$ cat config.mk
export PLATFORM = sky130hd
export DESIGN_NAME = pinmux_regbank
export DESIGN_NICKNAME = d
export VERILOG_FILES = /design/src/rtl/pinmux_pkg.sv /design/src/rtl/pinmux_sync.sv /design/src/rtl/pinmux_decode.sv /design/src/rtl/pinmux_slice.sv /design/src/rtl/pinmux_regbank.sv
export SDC_FILE = /design/constraint.sdc
export NUM_CORES = 1
export LEC_CHECK = 0
export BUFFER_PORTS_ARGS = -buffer_cell sky130_fd_sc_hd__buf_2
export CORE_MARGIN = 1.5
export CORE_UTILIZATION = 54
export DETAILED_ROUTE_END_ITERATION = 8
export MAX_ROUTING_LAYER = met4
export PLACE_DENSITY = 0.8
export SYNTH_ARGS = -nofsm -noshare
export SYNTH_HDL_FRONTEND = slang
export SYNTH_HIERARCHICAL = 1
export SYNTH_SLANG_ARGS = --single-unit
$ cat constraint.sdc
create_clock -name clk_i -period 3.7 [get_ports clk_i]
set_input_delay 1.11 -clock clk_i [delete_from_list [all_inputs] [get_ports clk_i]]
set_output_delay 1.11 -clock clk_i [all_outputs]
set_load 0.01 [all_outputs]
$ cat src/rtl/pinmux_pkg.sv
package pinmux_pkg;
  localparam int unsigned BYTE_W = 8;

  typedef enum logic [1:0] {
    GRP_IVAL = 2'd0,
    GRP_IEN  = 2'd1,
    GRP_OEN  = 2'd2,
    GRP_OVAL = 2'd3
  } grp_e;
endpackage

$ cat src/rtl/pinmux_sync.sv
module pinmux_sync #(
  parameter int unsigned WIDTH  = 32,
  parameter int unsigned STAGES = 2
) (
  input  logic             clk_i,
  input  logic             rst_ni,
  input  logic [WIDTH-1:0] d_i,
  output logic [WIDTH-1:0] q_o
);
  logic [WIDTH-1:0] stage_q [STAGES];

  always_ff @(posedge clk_i or negedge rst_ni) begin
    if (!rst_ni) stage_q[0] <= '0;
    else         stage_q[0] <= d_i;
  end

  for (genvar s = 1; s < STAGES; s++) begin : g_stage
    always_ff @(posedge clk_i or negedge rst_ni) begin
      if (!rst_ni) stage_q[s] <= '0;
      else         stage_q[s] <= stage_q[s-1];
    end
  end

  assign q_o = stage_q[STAGES-1];


  sync_delay_chk: assert property (@(posedge clk_i) disable iff (!rst_ni)
    q_o == $past(stage_q[STAGES-2]));
endmodule

$ cat src/rtl/pinmux_decode.sv
module pinmux_decode
  import pinmux_pkg::*;
#(
  parameter int unsigned ADDR_W    = 6,
  parameter int unsigned NUM_BYTES = 4
) (
  input  logic [ADDR_W-1:0]    addr_i,
  output logic                 hit_o,
  output grp_e                 grp_o,
  output logic [NUM_BYTES-1:0] byte_sel_o
);
  localparam int unsigned IDX_W = $clog2(NUM_BYTES);

  logic [IDX_W-1:0] idx;

  assign hit_o = addr_i[ADDR_W-1];
  assign grp_o = grp_e'(addr_i[IDX_W+1:IDX_W]);
  assign idx   = addr_i[IDX_W-1:0];

  // reversed order: highest offset holds the lowest pins
  always_comb begin
    byte_sel_o = '0;
    for (int b = 0; b < NUM_BYTES; b++) begin
      if (idx == IDX_W'(NUM_BYTES - 1 - b)) byte_sel_o[b] = 1'b1;
    end
  end


  byte_sel_chk: assert property (@(addr_i) hit_o |-> $countones(byte_sel_o) == 1);
endmodule

$ cat src/rtl/pinmux_slice.sv
module pinmux_slice
  import pinmux_pkg::*;
(
  input  logic              clk_i,
  input  logic              rst_ni,
  input  logic              wr_ien_i,
  input  logic              wr_oen_i,
  input  logic              wr_oval_i,
  input  logic [BYTE_W-1:0] wdata_i,
  output logic [BYTE_W-1:0] ien_o,
  output logic [BYTE_W-1:0] oen_o,
  output logic [BYTE_W-1:0] oval_o,
  output logic [BYTE_W-1:0] pin_oe_o,
  output logic [BYTE_W-1:0] pin_out_o,
  output logic [BYTE_W-1:0] pin_ie_o,
  output logic [BYTE_W-1:0] gpio_mode_o
);
  always_ff @(posedge clk_i or negedge rst_ni) begin
    if (!rst_ni) begin
      ien_o  <= '0;
      oen_o  <= '0;
      oval_o <= '0;
    end else begin
      if (wr_ien_i)  ien_o  <= wdata_i;
      if (wr_oen_i)  oen_o  <= wdata_i;
      if (wr_oval_i) oval_o <= wdata_i;
    end
  end

  // output enable wins over input enable
  assign pin_oe_o    = oen_o;
  assign pin_out_o   = oval_o & oen_o;
  assign pin_ie_o    = ien_o & ~oen_o;
  assign gpio_mode_o = ien_o | oen_o;


  wr_oen_chk: assert property (@(posedge clk_i) disable iff (!rst_ni)
    wr_oen_i |=> oen_o == $past(wdata_i));


  wr_ien_chk: assert property (@(posedge clk_i) disable iff (!rst_ni)
    wr_ien_i |=> ien_o == $past(wdata_i));


  idle_hold_chk: assert property (@(posedge clk_i) disable iff (!rst_ni)
    !(wr_ien_i || wr_oen_i || wr_oval_i) |=> $stable({ien_o, oen_o, oval_o}));


  analog_quiet_chk: assert property (@(posedge clk_i) disable iff (!rst_ni)
    ((~gpio_mode_o) & (pin_oe_o | pin_ie_o | pin_out_o)) == '0);
endmodule

$ cat src/rtl/pinmux_regbank.sv
module pinmux_regbank
  import pinmux_pkg::*;
#(
  parameter int unsigned NUM_PINS    = 32,
  parameter int unsigned ADDR_W      = 6,
  parameter int unsigned SYNC_STAGES = 2
) (
  input  logic                clk_i,
  input  logic                rst_ni,
  input  logic [ADDR_W-1:0]   addr_i,
  input  logic                we_i,
  input  logic [BYTE_W-1:0]   wdata_i,
  output logic [BYTE_W-1:0]   rdata_o,
  input  logic [NUM_PINS-1:0] pin_in_i,
  output logic [NUM_PINS-1:0] pin_oe_o,
  output logic [NUM_PINS-1:0] pin_out_o,
  output logic [NUM_PINS-1:0] pin_ie_o,
  output logic [NUM_PINS-1:0] gpio_mode_o
);
  localparam int unsigned NUM_BYTES = NUM_PINS / BYTE_W;

  logic                 hit;
  grp_e                 grp;
  logic [NUM_BYTES-1:0] byte_sel;
  logic [NUM_PINS-1:0]  ival_q, ien_q, oen_q, oval_q;

  pinmux_decode #(.ADDR_W(ADDR_W), .NUM_BYTES(NUM_BYTES)) i_decode (
    .addr_i     (addr_i),
    .hit_o      (hit),
    .grp_o      (grp),
    .byte_sel_o (byte_sel)
  );

  pinmux_sync #(.WIDTH(NUM_PINS), .STAGES(SYNC_STAGES)) i_sync (
    .clk_i  (clk_i),
    .rst_ni (rst_ni),
    .d_i    (pin_in_i),
    .q_o    (ival_q)
  );

  for (genvar b = 0; b < NUM_BYTES; b++) begin : g_slice
    logic wr_b;
    assign wr_b = we_i & hit & byte_sel[b];

    pinmux_slice i_slice (
      .clk_i       (clk_i),
      .rst_ni      (rst_ni),
      .wr_ien_i    (wr_b & (grp == GRP_IEN)),
      .wr_oen_i    (wr_b & (grp == GRP_OEN)),
      .wr_oval_i   (wr_b & (grp == GRP_OVAL)),
      .wdata_i     (wdata_i),
      .ien_o       (ien_q[b*BYTE_W +: BYTE_W]),
      .oen_o       (oen_q[b*BYTE_W +: BYTE_W]),
      .oval_o      (oval_q[b*BYTE_W +: BYTE_W]),
      .pin_oe_o    (pin_oe_o[b*BYTE_W +: BYTE_W]),
      .pin_out_o   (pin_out_o[b*BYTE_W +: BYTE_W]),
      .pin_ie_o    (pin_ie_o[b*BYTE_W +: BYTE_W]),
      .gpio_mode_o (gpio_mode_o[b*BYTE_W +: BYTE_W])
    );
  end

  always_comb begin
    rdata_o = '0;
    if (hit) begin
      for (int b = 0; b < NUM_BYTES; b++) begin
        if (byte_sel[b]) begin
          unique case (grp)
            GRP_IVAL: rdata_o = ival_q[b*BYTE_W +: BYTE_W];
            GRP_IEN:  rdata_o = ien_q[b*BYTE_W +: BYTE_W];
            GRP_OEN:  rdata_o = oen_q[b*BYTE_W +: BYTE_W];
            default:  rdata_o = oval_q[b*BYTE_W +: BYTE_W];
          endcase
        end
      end
    end
  end


  reset_dflt_chk: assert property (@(posedge clk_i) disable iff (!rst_ni)
    $rose(rst_ni) |-> (gpio_mode_o == '0 && pin_oe_o == '0 && pin_out_o == '0));


  ro_write_chk: assert property (@(posedge clk_i) disable iff (!rst_ni)
    (we_i && hit && grp == GRP_IVAL) |=> $stable({ien_q, oen_q, oval_q}));


  miss_write_chk: assert property (@(posedge clk_i) disable iff (!rst_ni)
    (we_i && !hit) |=> $stable({ien_q, oen_q, oval_q}));


  miss_read_chk: assert property (@(posedge clk_i) disable iff (!rst_ni)
    !hit |-> rdata_o == '0);
endmodule

After elaboration in Yosys (flattened, before gate mapping) --
Cells that the tools add are included.
Cells by class: eq/ne operators 6, mux-type cells 13, bitwise gates (word level) 33, reduce and logical (&&, ||, !) cells 2
Operators by type and width (count):
- $pmux W8 S3 | 4
- $and A8 B8 Y8 | 8
- $mux W8 | 5
- $not A8 Y8 | 4
- $or A8 B8 Y8 | 4
- $and A1 B1 Y1 | 17
- $eq A2 B2 Y1 const B | 4
- $eq A2 B1 Y1 const B | 2
- $logic_not A2 Y1 | 2
- $mux W1 | 4
Word-level totals: register bits after elaboration 160, input port bits 49, output and inout port bits 136, logic and storage cells 68

Depth between registers and ports, before layout --
Gate-level depths: netlist (run 1).
depth after elaboration 7, mapped depth 8, gate-level depth less buffers 5

Hierarchy --
The synthesis (run 1) kept the hierarchy.
By module, submodules not included:
- pinmux_slice | times used 4, cells an instance 83, area an instance 1204.9 um^2, sequential area each 600.6 um^2
- pinmux_sync | times used 1, cells an instance 96, area an instance 1841.8 um^2, sequential area each 1601.5 um^2
- pinmux_regbank | times used 1, cells an instance 137, area an instance 1219.9 um^2, sequential area each 0.0 um^2
- pinmux_decode | times used 1, cells an instance 7, area an instance 48.8 um^2, sequential area each 0.0 um^2

Least setup slack after synthesis (run 1) --
Ideal clock, no wire load.
kind input to output, start point input port addr_i[2], end point output port rdata_o[3], arrival time 2.434 ns, required time 2.590 ns, setup slack 0.156 ns, stages 6, path buffers 3, cells stage by stage buf_4 > buf_6 > buf_12 > mux4_2 > a2111oi_1 > nor2_1
On the way: longest elaborated chain between the ends 7, elaborated cells on any way between the ends 12, classes of those cells eq/ne (2); mux (9); reduce/logical (1)
RTL lines:
- start: declaration | RTL line pinmux_regbank.sv:10 | input logic [ADDR_W-1:0] addr_i,
- $eq A2 B2 Y1 (tied with other cells) | RTL line pinmux_regbank.sv:67 | unique case (grp)
- $pmux W8 S3 | RTL line pinmux_regbank.sv:67
- $mux W8 (3 in series) | RTL line pinmux_regbank.sv:66 | if (byte_sel[b]) begin
- $mux W8 (*) | RTL line pinmux_regbank.sv:66
- $mux W8 (*) | RTL line pinmux_regbank.sv:64 | if (hit) begin
- end: declaration | RTL line pinmux_regbank.sv:13 | output logic [BYTE_W-1:0] rdata_o,
Mark *: on every way between the ends. The rest lies on a longest branch, timed or not.

Worst setup path after layout (run 1) --
start point input port addr_i[0], end point output port rdata_o[4]
On the way: elaborated cells on any way between the ends 13, classes of those cells eq/ne (3); mux (9); reduce/logical (1)
RTL lines:
- $eq A2 B1 Y1 | RTL line pinmux_decode.sv:24 | if (idx == IDX_W'(NUM_BYTES - 1 - b)) byte_sel_o[b] = 1'b1;
- $mux W1 | RTL line pinmux_decode.sv:24
- named net byte_sel[2] | RTL line pinmux_regbank.sv:24 | logic [NUM_BYTES-1:0] byte_sel;
- $mux W8 (2 in series) | RTL line pinmux_regbank.sv:66
- $mux W8 | RTL line pinmux_regbank.sv:64
The timed path passes the listed nets, and every way through them passes these cells.

==> run_results.csv, run 1 <==
group,metric,value,unit
synthesis,synth-seq-cells,160,
worst_setup_path,r2r-end,"g_slice[1].i_slice/oen_o[1]$_DFFE_PN0P_",
worst_setup_path,reg2reg_depth,1,
die,die_area,15400,um2
synthesis,syn_nets,621,
power_and_ir_drop,pwr-share-comb,24.5,%
route,wire_per_inst,20.6,um
synthesis,synth_area_leaders,"dfrtp_1 50%, mux2_4 18%, buf_4 6.3%",
die,floorplan.rows,44,
global_routing,overflow,0,
worst_setup_path,crit_fanout,6,
global_routing,grt_pass1_vias,4806,
power_and_ir_drop,power_frac_seq,42.7,%
power_and_ir_drop,clock_power_share,32.8,%
power_and_ir_drop,intPower,3770,uW
power_and_ir_drop,leakagePower,0.00478,uW
min_path,min_path_type,"reg -> reg",
clocking,clkLatencyLatePin,420,ps
finish,fin_cells,926,
worst_setup_path,required,2590,ps
route,via_per_inst,5.49,
worst_setup_path,r2r-start,"g_slice[1].i_slice/oen_o[1]$_DFFE_PN0P_",
clocking,ctsRootBufferMaster,"clkbuf_16",
worst_setup_path,cp-start-kind,"primary input",
power_and_ir_drop,p_sw,1490,uW
global_routing,antenna_found_initial,1,
clocking,numCtsBuffers,17,
worst_setup_path,crit_path_max_incr_delay,580,ps
status,outcome,"finished, violations left",
die,floorplan.initialDensity,55.0,%
finish,fill_cells,1030,
route,antenna_left,0,
timing,worst_pin_slew,588,ps
worst_setup_path,startpoint,"addr_i[0]",
worst_setup_path,crit_slowest_cell,"or4b_4",
clocking,holdBufCountCts,0,
route,route.detailed.drc,0,
global_routing,grt_first_pass_wirelength,28.1,mm
status,violations,"negative setup slack",
route,drt_first_pass_iters,5,
power_and_ir_drop,peakVddDrop,0.000310,V
power_and_ir_drop,swShare,28.4,%
synthesis,syn_inst,572,
route,drt_iter0_drc,295,
timing,grt_setup_unrepaired,"true",
synthesis,ys_types,33,
timing,fmax,0.262,GHz
timing,finalCritPeriodShare,103,%
synthesis,yosys_warnings,6,
finish,fin_nets,779,
synthesis,syn_area_per_cell,13.9,um2
synthesis,synth_edf_count,0,
timing,period_needed,3820,ps
worst_setup_path,crit_chain,"buf_8 -> and2b_2 -> or4b_4 -> buf_6 -> o22ai_4 -> a2111oi_4 -> nor2_1 -> buf_2",
synthesis,synth_flop_cell,"dfrtp_1",
synthesis,seq_area_frac_synth,50.5,%
route,drt-total-wl,19.0,mm
worst_setup_path,r2r_setup_slack,2830,ps
finish,synthToLayoutAreaGrowth,21.7,%
die,io_pins,185,
power_and_ir_drop,power.density,546,nW/um2
global_routing,grt_util_all_layers,26.2,%
run,max_cap_viol_count,0,
worst_setup_path,end_kind,"primary output",
synthesis,async_flop_share,100,%
finish,layout-drive-gt1-share,58.2,%
global_routing,grt_max_degree,74,
clocking,clk_pin_slew_worst_paths,60,ps
clocking,cts_tree,"done",
timing,finalClockSkew,2.60,ps
clocking,clock-sinks,160,
route,vias,5085,
placed_design,placed_area,8710,um2
synthesis,synth_top_area_share,50.5,%
timing,setup_ws,-120,ps
synthesis,synth_top_area_cell,"dfrtp_1",
synthesis,syn_area,7930,um2
timing,drv_slew,0,
worst_setup_path,setup.worst_path.class,"in -> out",
timing,relSlewSlack,60.8,%
placed_design,dp.cells,890,
die,die-height,124,um
clocking,cts_buffer_depth,2,
die,coreArea,14400,um2
clocking,cts_max_level,4,
worst_setup_path,crit_arrival,2710,ps
finish,final_util,66.9,%
placed_design,io_buffer_count,183,
timing,setup_tns,-618,ps
die,die_w,124,um
worst_setup_path,critPathCapture,"rdata_o[4]",
placed_design,gp_congestion,0.898,
timing,setup_violations,7,
placed_design,dp_hpwl,13.0,mm
finish,stdcell_area,9650,um2
timing,hold_violations,0,
through the flow:
step | setup slack (ps) | total power (uW) | hold WS (ps)
after detailed placement | -397 | 3480 | 335
after global placement | -390 | 3440 | 333
after floorplan | 156 | 3060 | 331
after CTS | -116 | 5280 | 347
after global routing | -161 | 5500 | 351
final | -120 | 5270 | 346
cell families (layout without fill, tap and decap cells):
logic type	after synthesis	in the layout	synth area share [%]
flops	160	160	50.5
mux	145	145	27.2
simple gates	138	138	10.2
buf+inv	96	265	9.25
compound gates	33	33	2.79
other cells	0	1	0
flip-flops by register name (all words and copies together), names as in the netlist:
register and flops:
g_slice.i_slice/ien_o 32, g_slice.i_slice/oen_o 32, g_slice.i_slice/oval_o 32, i_sync/q_o 32, i_sync/stage_q 32
cells in the mapped netlist, types with 7 or more instances:
library cell	instances
buf_4	67
mux2_4	96
o22ai_1	16
nor2b_1	33
dfrtp_1	160
mux2i_1	32
nor2_1	20
buf_6	13
mux4_1	10
o21ai_0	8
or2_2	32
and2_1	32
clkbuf_1	7
power by group through the flow:
stage | Combinational [uW] | Sequential (uW) | Clock (uW)
3_5_place_dp | 1220 | 2270 | 0
5_1_grt | 1390 | 2280 | 1820
4_1_cts | 1280 | 2240 | 1750
2_1_floorplan | 893 | 2170 | 0
3_3_place_gp | 1200 | 2240 | 0
6_report | 1290 | 2250 | 1730
placed cells by master, fill, tap and decap left out, types with 2 or more instances in the layout:
cell type,n
a2111oi_2,2
a2111oi_4,4
and2_1,32
buf_2,176
buf_4,40
buf_6,13
buf_8,3
bufinv_16,3
clkbuf_1,2
clkbuf_16,17
clkinv_2,3
clkinvlp_4,5
dfrtp_1,160
inv_1,2
mux2_2,2
mux2_4,96
mux2i_1,28
mux2i_2,3
mux4_1,7
mux4_2,8
nand2_1,4
nand2b_1,4
nand3_1,4
nor2_1,17
nor2_4,2
nor2b_1,32
o21ai_0,6
o22ai_1,5
o22ai_2,7
o22ai_4,4
or2_2,32
layer usage:
layer  routed length [um]  global-route usage (%)  vias to the layer above
met5                    0                       -                        -
met4                  472                    8.66                        0
met3                 1260                    6.96                       55
met2                 9330                    40.4                      232
met1                 7970                    34.1                     2567
li1                     -                       -                     2231
critical path, delay by kind of cell:
kind            cells  cell delay, ps
simple gates        3             950
buf+inv             3             420
compound gates      2             220
layout make-up:
type                            instances  area [um2]  share of cell area (%)
Sequential cell                       160        4000                    41.5
Timing Repair Buffer                  233        1390                    14.4
Clock buffer                           19         433                    4.48
Inverter                                2        7.51                  0.0778
Antenna cell                            1        2.50                  0.0259
Multi-Input combinational cell        316        3440                    35.7
Clock inverter                         11         143                    1.48
Tap cell                              184         230                    2.38
timing repair:
| action | 4_1_cts | 5_1_grt |
|---|---|---|
| setup endpoints to repair | 8 | 8 |
| pin swaps | 12 | 6 |
| resized for setup | 55 | 15 |
| setup buffers | 4 | 3 |
worst min path at each step:
stage	startpoint	cells past startpoint	endpoint
after floorplan	i_sync/stage_q[32]$_DFF_PN0_	0	i_sync/q_o[0]$_DFF_PN0_
after global placement	i_sync/stage_q[56]$_DFF_PN0_	0	i_sync/q_o[24]$_DFF_PN0_
after detailed placement	i_sync/stage_q[42]$_DFF_PN0_	0	i_sync/q_o[10]$_DFF_PN0_
after CTS	i_sync/stage_q[48]$_DFF_PN0_	0	i_sync/q_o[16]$_DFF_PN0_
after global routing	i_sync/stage_q[43]$_DFF_PN0_	0	i_sync/q_o[11]$_DFF_PN0_
final	i_sync/stage_q[48]$_DFF_PN0_	0	i_sync/q_o[16]$_DFF_PN0_
(Power assumes the default switching activity.)
==> run 2: changes to the inputs <==
--- a/config.mk
+++ b/config.mk
@@ -6,11 +6,13 @@
 export NUM_CORES = 1
 export LEC_CHECK = 0
 export BUFFER_PORTS_ARGS = -buffer_cell sky130_fd_sc_hd__buf_2
+export CAP_MARGIN = 5
 export CORE_MARGIN = 1.5
 export CORE_UTILIZATION = 54
 export DETAILED_ROUTE_END_ITERATION = 8
 export MAX_ROUTING_LAYER = met4
 export PLACE_DENSITY = 0.8
+export SETUP_SLACK_MARGIN = 0.1
 export SYNTH_ARGS = -nofsm -noshare
 export SYNTH_HDL_FRONTEND = slang
 export SYNTH_HIERARCHICAL = 1
==> run 2 against run 1 <==
Compared with the run above:
- the flow still finishes with violations (negative setup slack)
- critical path depth did not move
- die area is the same
- via count grew 1.1%
- power rose by 0.79%
- setup slack worse by 35 ps
- fmax down 0.91%
- critical path type unchanged
- highest routed layer unchanged
==> run_results.csv, run 2 (synthesis results as in run 1) <==
group,metric,value,unit
timing,finalCritPeriodShare,104,%
status,outcome,"finished, violations left",
timing,worst_pin_slew,586,ps
finish,stdcell_area,9770,um2
clocking,holdBufCountCts,0,
power_and_ir_drop,power.density,543,nW/um2
die,floorplan.initialDensity,55.0,%
timing,drv_slew,0,
timing,grt_setup_unrepaired,"true",
finish,final_cell_mix,"174 x buf_2, 160 x dfrtp_1, 96 x mux2_4",
timing,fmax,0.259,GHz
die,coreArea,14400,um2
timing,finalClockSkew,3.22,ps
finish,synthToLayoutAreaGrowth,23.2,%
clocking,cts_max_level,4,
timing,setup_tns,-662,ps
placed_design,dp.cells,890,
status,violations,"negative setup slack",
clocking,cts_buffer_depth,2,
placed_design,placed_area,8710,um2
timing,setup_ws,-155,ps
timing,setup_violations,7,
clocking,numCtsBuffers,17,
global_routing,antenna_found_initial,1,
die,die-height,124,um
timing,period_needed,3860,ps
min_path,min_path_type,"reg -> reg",
placed_design,dp_hpwl,13.0,mm
timing,relSlewSlack,61.0,%
route,drt_iter0_drc,277,
die,floorplan.rows,44,
timing,hold_violations,0,
run,max_cap_viol_count,0,
global_routing,grt_max_degree,74,
route,antenna_left,0,
worst_setup_path,cp_common_cell,"buf_6",
global_routing,overflow,0,
finish,fin_nets,785,
finish,layout_commonest_cell,"buf_2",
worst_setup_path,crit_slowest_cell,"or4b_4",
worst_setup_path,crit_path_max_incr_delay,590,ps
route,route.detailed.drc,0,
worst_setup_path,r2r_setup_slack,2810,ps
placed_design,io_buffer_count,183,
global_routing,grt_util_all_layers,26.4,%
route,wire_per_inst,21.1,um
global_routing,grt_pass1_vias,4827,
power_and_ir_drop,peakVddDrop,0.000309,V
power_and_ir_drop,leakagePower,0.00480,uW
worst_setup_path,required,2590,ps
finish,fin_cells,932,
placed_design,gp_congestion,0.898,
timing,holdWs,347,ps
worst_setup_path,end_kind,"primary output",
worst_setup_path,crit_arrival,2750,ps
worst_setup_path,setup.worst_path.class,"in -> out",
clocking,clk_pin_slew_worst_paths,60,ps
worst_setup_path,cp-start-kind,"primary input",
clocking,cts_tree,"done",
clocking,clock-sinks,160,
finish,layout-drive-gt1-share,59.4,%
route,vias,5143,
worst_setup_path,crit_chain,"buf_6 -> and2b_2 -> or4b_4 -> buf_6 -> o22ai_4 -> a2111oi_4 -> nor2_1 -> buf_2",
clocking,ctsRootBufferMaster,"clkbuf_16",
route,drt_first_pass_iters,5,
die,die_area,15400,um2
clocking,clkLatencyLatePin,420,ps
route,drt-total-wl,19.6,mm
global_routing,grt_first_pass_wirelength,28.4,mm
route,via_per_inst,5.52,
die,die_w,124,um
worst_setup_path,crit_fanout,6,
die,io_pins,185,
run 2: routing by layer:
metal | share of wire, % | routed length [um] | vias up | global-route usage, %
met1 | 42 | 8210 | 2630 | 34.5
li1 | - | - | 2240 | -
met4 | 2.9 | 575 | 0 | 9.73
met5 | 0 | 0 | - | -
met2 | 49 | 9640 | 226 | 40.4
met3 | 6.1 | 1200 | 47 | 6.50
run 2: what timing repair did:
| action | in CTS | in global routing |
|---|---|---|
| endpoints found under the setup margin | 8 | 8 |
| resized for setup | 69 | 21 |
| setup buffers | 7 | 7 |
| hold endpoints to repair | 0 | 0 |
| pin swaps | 14 | 10 |
run 2: worst max-delay path, delay by kind of cell:
family          cells  cell delay (ps)
buf+inv             3              420
simple gates        3              990
compound gates      2              230
run 2: power breakdown:
group          leakage [uW]  internal, uW  switching [uW]
logic               0.00256           749             569
clock network      0.000267          1050             689
registers           0.00197          1990             264
total               0.00480          3790            1520
run 2: metrics by stage:
| step | worst slack, ps | total power (uW) | utilization (%) |
|---|---|---|---|
| 3_5_place_dp | -397 | 3480 | 60.4 |
| 6_report | -155 | 5310 | 67.7 |
| 2_1_floorplan | 156 | 3060 | - |
| 3_3_place_gp | -390 | 3440 | 60.4 |
| 5_1_grt | -153 | 5530 | 67.7 |
| 4_1_cts | -115 | 5290 | 66.8 |
run 2: area by class of cell:
cell class / instances / area, um2
Timing Repair Buffer: 239 / 1470
Clock buffer: 19 / 433
Antenna cell: 1 / 2.50
Inverter: 2 / 7.51
Tap cell: 184 / 230
Clock inverter: 11 / 143
Sequential cell: 160 / 4000
Fill cell: 1029 / 4650
Multi-Input combinational cell: 316 / 3480
run 2: path summary, 6_finish.rpt:
| kind | depth (start not counted) | startpoint | to |
|---|---|---|---|
| setup / recovery | 8 | addr_i[0] | rdata_o[3] |
| hold / removal | 0 | i_sync/stage_q[43]$_DFF_PN0_ | i_sync/q_o[11]$_DFF_PN0_ |
| setup reg to reg | 1 | g_slice[0].i_slice/ien_o[3]$_DFFE_PN0P_ | g_slice[0].i_slice/ien_o[3]$_DFFE_PN0P_ |
| hold reg to reg | 0 | i_sync/stage_q[43]$_DFF_PN0_ | i_sync/q_o[11]$_DFF_PN0_ |
| max in group asynchronous | 2 | rst_ni | g_slice[2].i_slice/oval_o[7]$_DFFE_PN0P_ |
| min in group asynchronous | 1 | rst_ni | g_slice[0].i_slice/oen_o[0]$_DFFE_PN0P_ |
